$ cat src/rtl/sdac_pkg.sv
package sdac_pkg;

    localparam int CODE_W = 16;
    localparam int CNT_W  = 5;

    typedef logic [CODE_W-1:0] code_t;
    typedef logic [CNT_W-1:0]  cnt_t;

    // Sampled pin bundle (order fixes the packed layout used by the synchronizer)
    typedef struct packed {
        logic csel_n;
        logic sck;
        logic din;
        logic ld;
    } pins_t;

    localparam int    PINS_W    = $bits(pins_t);
    localparam pins_t PINS_IDLE = '{csel_n: 1'b1, sck: 1'b1, din: 1'b0, ld: 1'b0};

    // Per-cycle events found by the edge stage
    typedef struct packed {
        logic shift;
        logic load;
        logic frame_start;
    } ev_t;

    function automatic code_t clear_code(input logic mid);
        return mid ? (code_t'(1) << (CODE_W - 1)) : '0;
    endfunction

    function automatic cnt_t sat_inc(input cnt_t c);
        return (&c) ? c : c + cnt_t'(1);
    endfunction

endpackage

$ cat src/rtl/sdac_sync.sv
module sdac_sync #(
    parameter int          W       = 4,
    parameter int          STAGES  = 2,
    parameter logic [W-1:0] RST_VAL = '0
) (
    input  logic         clk,
    input  logic         rst,
    input  logic [W-1:0] d,
    output logic [W-1:0] q
);
    logic [W-1:0] stage [STAGES];

    generate
        for (genvar i = 0; i < STAGES; i++) begin : g_stage
            if (i == 0) begin : g_first
                always_ff @(posedge clk) begin
                    if (rst) stage[i] <= RST_VAL;
                    else     stage[i] <= d;
                end
            end else begin : g_next
                always_ff @(posedge clk) begin
                    if (rst) stage[i] <= RST_VAL;
                    else     stage[i] <= stage[i-1];
                end
            end
        end
    endgenerate

    assign q = stage[STAGES-1];
endmodule

$ cat src/rtl/sdac_edge.sv
module sdac_edge
    import sdac_pkg::*;
(
    input  logic  clk,
    input  logic  rst,
    input  pins_t cur,
    output ev_t   ev
);
    pins_t prev;

    always_ff @(posedge clk) begin
        if (rst) prev <= PINS_IDLE;
        else     prev <= cur;
    end

    logic sck_rise, cs_rise, ld_rise;
    always_comb begin
        sck_rise       = cur.sck    & ~prev.sck;
        cs_rise        = cur.csel_n & ~prev.csel_n;
        ld_rise        = cur.ld     & ~prev.ld;
        // Normal shift while selected, plus the release-with-clock-low quirk
        ev.shift       = (sck_rise & ~cur.csel_n) | (cs_rise & ~cur.sck);
        ev.load        = ld_rise;
        ev.frame_start = ~cur.csel_n & prev.csel_n;
    end
endmodule

$ cat src/rtl/sdac_regs.sv
module sdac_regs
    import sdac_pkg::*;
(
    input  logic  clk,
    input  logic  rst,
    input  logic  clr_n,
    input  logic  clr_mid,
    input  ev_t   ev,
    input  logic  din,
    output code_t hold_q,
    output code_t conv_q,
    output cnt_t  cnt_q
);
    always_ff @(posedge clk) begin
        if (rst || !clr_n) begin
            hold_q <= clear_code(clr_mid);
            conv_q <= clear_code(clr_mid);
            cnt_q  <= '0;
        end else begin
            if (ev.shift) hold_q <= {hold_q[CODE_W-2:0], din};
            if (ev.load)  conv_q <= hold_q;   // pre-shift value on a same-cycle shift
            if (ev.frame_start) cnt_q <= ev.shift ? cnt_t'(1) : '0;
            else if (ev.shift)  cnt_q <= sat_inc(cnt_q);
        end
    end
endmodule

$ cat src/rtl/sdac_frontend.sv
module sdac_frontend
    import sdac_pkg::*;
#(
    parameter int SYNC_STAGES = 2
) (
    input  logic              clk,
    input  logic              rst,
    input  logic              csel_n,
    input  logic              ser_clk,
    input  logic              ser_din,
    input  logic              load_strobe,
    input  logic              clr_n,
    input  logic              clr_mid,
    output logic              ser_dout,
    output logic              ser_dout_en,
    output logic [CODE_W-1:0] dac_code,
    output logic [CNT_W-1:0]  bit_count
);
    pins_t raw, syn;
    ev_t   ev_w;
    code_t hold_q, conv_q;
    cnt_t  cnt_q;

    always_comb begin
        raw.csel_n = csel_n;
        raw.sck    = ser_clk;
        raw.din    = ser_din;
        raw.ld     = load_strobe;
    end

    logic [PINS_W-1:0] syn_bits;

    sdac_sync #(
        .W       (PINS_W),
        .STAGES  (SYNC_STAGES),
        .RST_VAL (PINS_IDLE)
    ) u_sync (
        .clk (clk),
        .rst (rst),
        .d   (raw),
        .q   (syn_bits)
    );

    assign syn = pins_t'(syn_bits);

    sdac_edge u_edge (
        .clk (clk),
        .rst (rst),
        .cur (syn),
        .ev  (ev_w)
    );

    sdac_regs u_regs (
        .clk     (clk),
        .rst     (rst),
        .clr_n   (clr_n),
        .clr_mid (clr_mid),
        .ev      (ev_w),
        .din     (syn.din),
        .hold_q  (hold_q),
        .conv_q  (conv_q),
        .cnt_q   (cnt_q)
    );

    assign dac_code    = clr_n ? conv_q : clear_code(clr_mid);
    assign ser_dout    = hold_q[CODE_W-1];
    assign ser_dout_en = ~syn.csel_n;
    assign bit_count   = cnt_q;
endmodule

$ cat config.mk
export PLATFORM = sky130hd
export DESIGN_NAME = sdac_frontend
export DESIGN_NICKNAME = d
export VERILOG_FILES = /design/src/rtl/sdac_pkg.sv /design/src/rtl/sdac_sync.sv /design/src/rtl/sdac_edge.sv /design/src/rtl/sdac_regs.sv /design/src/rtl/sdac_frontend.sv
export SDC_FILE = /design/constraint.sdc
export NUM_CORES = 1
export LEC_CHECK = 0
export ABC_AREA = 1
export BUFFER_PORTS_ARGS = -buffer_cell sky130_fd_sc_hd__buf_2
export CAP_MARGIN = 15
export CORE_MARGIN = 2
export CORE_UTILIZATION = 49
export CTS_CLUSTER_SIZE = 20
export DETAILED_ROUTE_END_ITERATION = 16
export MAX_ROUTING_LAYER = met4
export PLACE_DENSITY = 0.7
export SKIP_CTS_REPAIR_TIMING = 1
export SYNTH_ARGS = -nofsm -noshare
export SYNTH_HDL_FRONTEND = slang
export SYNTH_SLANG_ARGS = --single-unit
export TNS_END_PERCENT = 50
$ cat constraint.sdc
create_clock -name clk -period 1.5 [get_ports clk]
set_input_delay 0.15 -clock clk [delete_from_list [all_inputs] [get_ports clk]]
set_output_delay 0.15 -clock clk [all_outputs]
set_load 0.005 [all_outputs]
# Yosys cells after proc, flatten, opt, wreduce, memory -nomap -nowiden
# Memory sizes are Yosys's and may differ from the RTL's.
# Cells that the tools add are included.
# classes
add_sub_neg	1
multipliers	0
div	0
magnitude_cmp	0
eq_ne	1
n_shift	0
n_mux	15
bitwise	14
reduce_logical	7
# op_table
operator	count
two-way mux 16 bit	6
two-way mux 5 bit	3
two-way mux 4 bit	2
bitwise AND 1 bit	6
nonzero test 2 bit	3
adder 5 x 1 -> 5 bit, second input constant	1
NOT 1 bit	5
AND reduction 5 bit	1
two-way mux 1 bit	4
OR 1 bit	3
inequality test 2 bit, second input constant	1
AND reduction 2 bit	1
zero test 1 bit	1
logical OR 1 bit	1
# word_totals
ff_bits	40
latchBits	0
ram_bits	8
rom_bits	0
inputBits	8
output_inout_bits	23
wordCells	45
mem_count	1
# memory_table
name	depth	width	read_ports	rd_ports_with_merged_regs	wr	line	text
u_sync.stage	2	4	2	0	2	sdac_sync.sv:11	logic [W-1:0] stage [STAGES];

# Logic depth before layout (Yosys ltp)
# logic_depth
word_depth	6
depth_mapped	8
ltp_nobuf	8

# By module
# A second synthesis with hierarchy kept.
# hier_totals
hier_cells	196
hier_area_um2	1953.1
# by_module_without_submodules
module	n_inst	cells_per_inst	area_per_inst_um2	seq_area_each_um2
sdac_regs	1	116	1441.4	1061.0
sdac_sync	1	25	224.0	160.2
sdac_frontend	1	37	160.2	0.0
sdac_edge	1	18	127.6	60.1

# Worst setup path after synthesis
# Ideal clock, no wire load.
# synth_timing
kind	input port to flip-flop
start	in rst
end	reg u_regs.conv_q[0] (enable)
setup_ps	391
t_arrival_ps	1105
required_ps	1109
slack_ps	4
path_stages	6
n_path_buf	2
cell_sequence	buf_4 > inv_2 > nand2_2 > buf_4 > inv_2 > o21ai_1
# synth_via
elab_chain_cells	2
# synth_rtl
element	line	text
start, declared	sdac_frontend.sv:7	input logic rst,
logical OR 1 bit	sdac_regs.sv:15	if (rst || !clr_n) begin
nonzero test 2 bit (no line)	-	
end signal, assigned	sdac_regs.sv:17	conv_q <= clear_code(clr_mid);
end signal, assigned	sdac_regs.sv:21	if (ev.load) conv_q <= hold_q;
end, declared	sdac_regs.sv:11	output code_t conv_q,
# Every way passes these cells.
# A chain may end at the register's enable or synchronous reset.

# Worst setup path in the final report
# layout_timing
start	reg u_regs.cnt_q[1]
end	reg u_regs.cnt_q[3]
# layout_via
elab_chain_cells	4
word_cells_on_any_way	7
classes_between	add/sub: 1; eq/ne: 1; mux: 3; reduce/logical: 2
# layout_rtl
element	line	text
start, declared	sdac_regs.sv:12	output cnt_t cnt_q
start signal, assigned	sdac_regs.sv:22	if (ev.frame_start) cnt_q <= ev.shift ? cnt_t'(1) : '0;
start signal, assigned	sdac_regs.sv:23	else if (ev.shift) cnt_q <= sat_inc(cnt_q);
adder 5 x 1 -> 5 bit	sdac_pkg.sv:32	return (&c) ? c : c + cnt_t'(1);
two-way mux 5 bit	sdac_pkg.sv:32	
two-way mux 5 bit	sdac_regs.sv:23	
two-way mux 5 bit	sdac_regs.sv:22	
# Several ways; a longest one is shown, not always the timed one. The select of a mux whose other input is x is not followed.

==> impl_metrics.yaml <==
detailed_routing:
  viasPerCell: 4.52
  first_pass_iters: 4
  routedWlPerCell_um: 10.4
  vias: 1229
  dr.first_iter.drc_count: 67
  drc: 0
  drtAntennaViolNets: 0
  drt-total-wl_mm: 2.82
cts:
  clock_path_buffers: 2
  htreeDepth: 2
  cts_root_buffer: "clkbuf_8"
  cts_tree: "done"
  clk_pin_slew_worst_paths_ns: 0.08
  worstSkewPairLatency_ns: 0.29
  numCtsBuffers: 5
  cts.sinks: 48
floorplanning:
  ioPinCount: 31
  die_w_um: 66.5
  initial_core_util_pct: 51.5
  die_area_sq_um: 4420
  row_count: 22
  die_h_um: 66.5
  core_region_area_sq_um: 3720
sta:
  hold_viol_final: 0
  finalCritPeriodShare_pct: 87.6
  finClkSkew_ns: 0.00591
  finalSetupViolations: 0
  slew_viol_final: 0
  max_freq_ghz: 0.761
  slew_headroom_pct: 85.1
  whs_ns: 0.0401
  tightest_slew_ns: 0.222
  fin_crit_ns: 1.31
  rsz0062_at_grt: "no"
  setup_tns_ns: 0
critical_path:
  cp-start-kind: "flop"
  worstPathArrival_ns: 1.50
  crit_end: "u_regs.cnt_q[3]$_SDFFE_PP0P_"
  critPathMaxFanout: 5
  endpoint_kind: "flop"
  required_ns: 1.69
  r2r-start: "u_regs.cnt_q[1]$_SDFFE_PP0P_"
  r2r_setup_slack_ns: 0.19
  cp-startpoint: "u_regs.cnt_q[1]$_SDFFE_PP0P_"
  critPathKind: "reg2reg"
  crit_chain: "ha_1 -> nand2_1 -> nor2_1 -> ha_1 -> nand2_1 -> a21oi_1 -> nor2_1"
  critPathSlowestCell: "dfxtp_1"
  reg2reg_depth: 7
  slowest_delay_ns: 0.39
  worstReg2RegEnd: "u_regs.cnt_q[3]$_SDFFE_PP0P_"
power_and_ir_drop:
  leakage_nw: 1.11
  peakVddDrop_v: 0.000900
  p_per_area_nw_per_um2: 1120
synth:
  netlist_area_sq_um: 1910
  yosys_warnings: 0
  syn-num-nets: 194
  yosysUniqueCellTypes: 22
  syn_avg_cell_area_sq_um: 10.4
  yosys_register_bits: 48
  synth-seq-area-share_pct: 66.9
  synthCells: 184
grt:
  grt_pass1_wl_mm: 4.95
  grt_max_degree: 17
  antenna_found_initial: 0
  grt_usage_pct: 15.6
  grt_overflow: 0
  grt_pass1_vias: 1179
final_layout:
  fill_cells: 332
  post-route-util_pct: 61.0
  drive_gt1_share_pct: 28.1
  area_growth_pct: 18.4
  diodes: 0
  nets: 233
min_path:
  min_path_type: "in2reg"
status:
  status: "finished clean"
placement:
  hpwlAfterDp_mm: 2.05
  gp_congestion: 0.863
  portBuffers: 30
run:
  maxCapViolations: 0
-- worst max-delay path, delay by kind of cell, from the launching register on --
family | cells | cell delay (ns)
adders and majority gates | 2 | 0.37
AOI/OAI and AO/OA | 1 | 0.16
and+or+nand+nor | 4 | 0.31
DFF | 1 | 0.39
-- area by class of cell --
class	instances	area, sq um	share of cell area (%)
tap	48	60.1	2.65
timing repair buffer	37	215	9.50
clock buffer	5	68.8	3.04
sequential	48	1280	56.5
inverter	45	169	7.45
multi-input combinational	86	434	19.2
clock inverter	3	37.5	1.66
-- power breakdown --
part	total [W]	internal (W)	switching, W
Clock	0.000872	0.000485	0.000387
Sequential	0.00150	0.00148	0.0000217
Combinational	0.000161	0.0000673	0.0000939
-- metrics by stage --
stage                     cell area (sq um)  power, W  setup WS (ns)  std cells
final                                  2270   0.00254          0.186        272
after global placement                 2160   0.00169          0.226        264
after CTS                              2270   0.00257          0.174        272
after floorplan                        1910   0.00163        0.00428        184
after global routing                   2270   0.00264         0.0411        272
after detailed placement               2160   0.00170          0.184        264
-- layer usage --
| metal | share of wire [%] | vias up | global-route usage (%) |
|---|---|---|---|
| met5 | 0 | - | - |
| met3 | 3.9 | 4 | 4.05 |
| met2 | 49 | 24 | 24.8 |
| met4 | 1.4 | 0 | 6.38 |
| li1 | - | 648 | - |
| met1 | 46 | 553 | 19.0 |
-- how the worst min path moves through the flow --
stage / cells after the start / slack, ns / endpoint / start
after floorplan: 1 / 0.25 / u_sync.stage[0][2]$_SDFF_PP1_ / ser_clk
after global placement: 2 / 0.33 / u_sync.stage[0][3]$_SDFF_PP1_ / csel_n
after detailed placement: 2 / 0.33 / u_sync.stage[0][3]$_SDFF_PP1_ / csel_n
after CTS: 2 / 0.03 / u_sync.stage[0][3]$_SDFF_PP1_ / csel_n
after global routing: 2 / 0.03 / u_sync.stage[0][2]$_SDFF_PP1_ / ser_clk
final: 2 / 0.04 / u_sync.stage[0][3]$_SDFF_PP1_ / csel_n
-- cells by family after synthesis --
logic type	Yosys count	share of synthesized area, %
compound gates	9	3.20
fa+ha+maj	2	1.31
buf+inv	50	10.4
flops	48	66.9
mux	1	0.588
simple gates	74	17.6
-- layout by cell type (no fill, tap or decap) --
cell and count:
mux2_1 1, or2_2 4, dfxtp_1 16, clkbuf_8 5, nand3_1 8, inv_1 40, a21oi_1 1, nand2_1 29
o21ai_1 3, inv_2 5, buf_4 6, nand3b_1 1, edfxtp_1 32, bufinv_16 1, clkinv_1 2, nand2_4 1
nand3_2 2, buf_2 30, ha_1 2, nand4_1 1, nor2_1 23, a21boi_1 2, buf_12 1, nor2_2 1
nand2_2 4, a21oi_2 3
-- sequential cells by signal (all words and copies together) (netlist names) --
signal,cells
u_regs.hold_q,16
u_sync.stage,8
u_regs.conv_q,16
u_edge.prev,3
u_regs.cnt_q,5
-- cell usage after synthesis --
cell / number / area (sq um)
buf_2: 3 / 15.0
nand3_1: 8 / 40.0
nand2_2: 4 / 25.0
nor2_2: 1 / 6.26
a21boi_1: 2 / 15.0
a21oi_2: 3 / 26.3
nand2_4: 1 / 11.3
nor2_1: 23 / 86.3
inv_1: 40 / 150
nand3b_1: 1 / 7.51
inv_2: 5 / 18.8
or2_2: 4 / 25.0
nand4_1: 1 / 6.26
mux2_1: 1 / 11.3
dfxtp_1: 16 / 320
o21ai_1: 3 / 15.0
a21oi_1: 1 / 5.00
nand3_2: 2 / 20.0
nand2_1: 29 / 109
edfxtp_1: 32 / 961
ha_1: 2 / 25.0
buf_4: 2 / 15.0
Note: power is estimated with default switching activity, not from simulation.
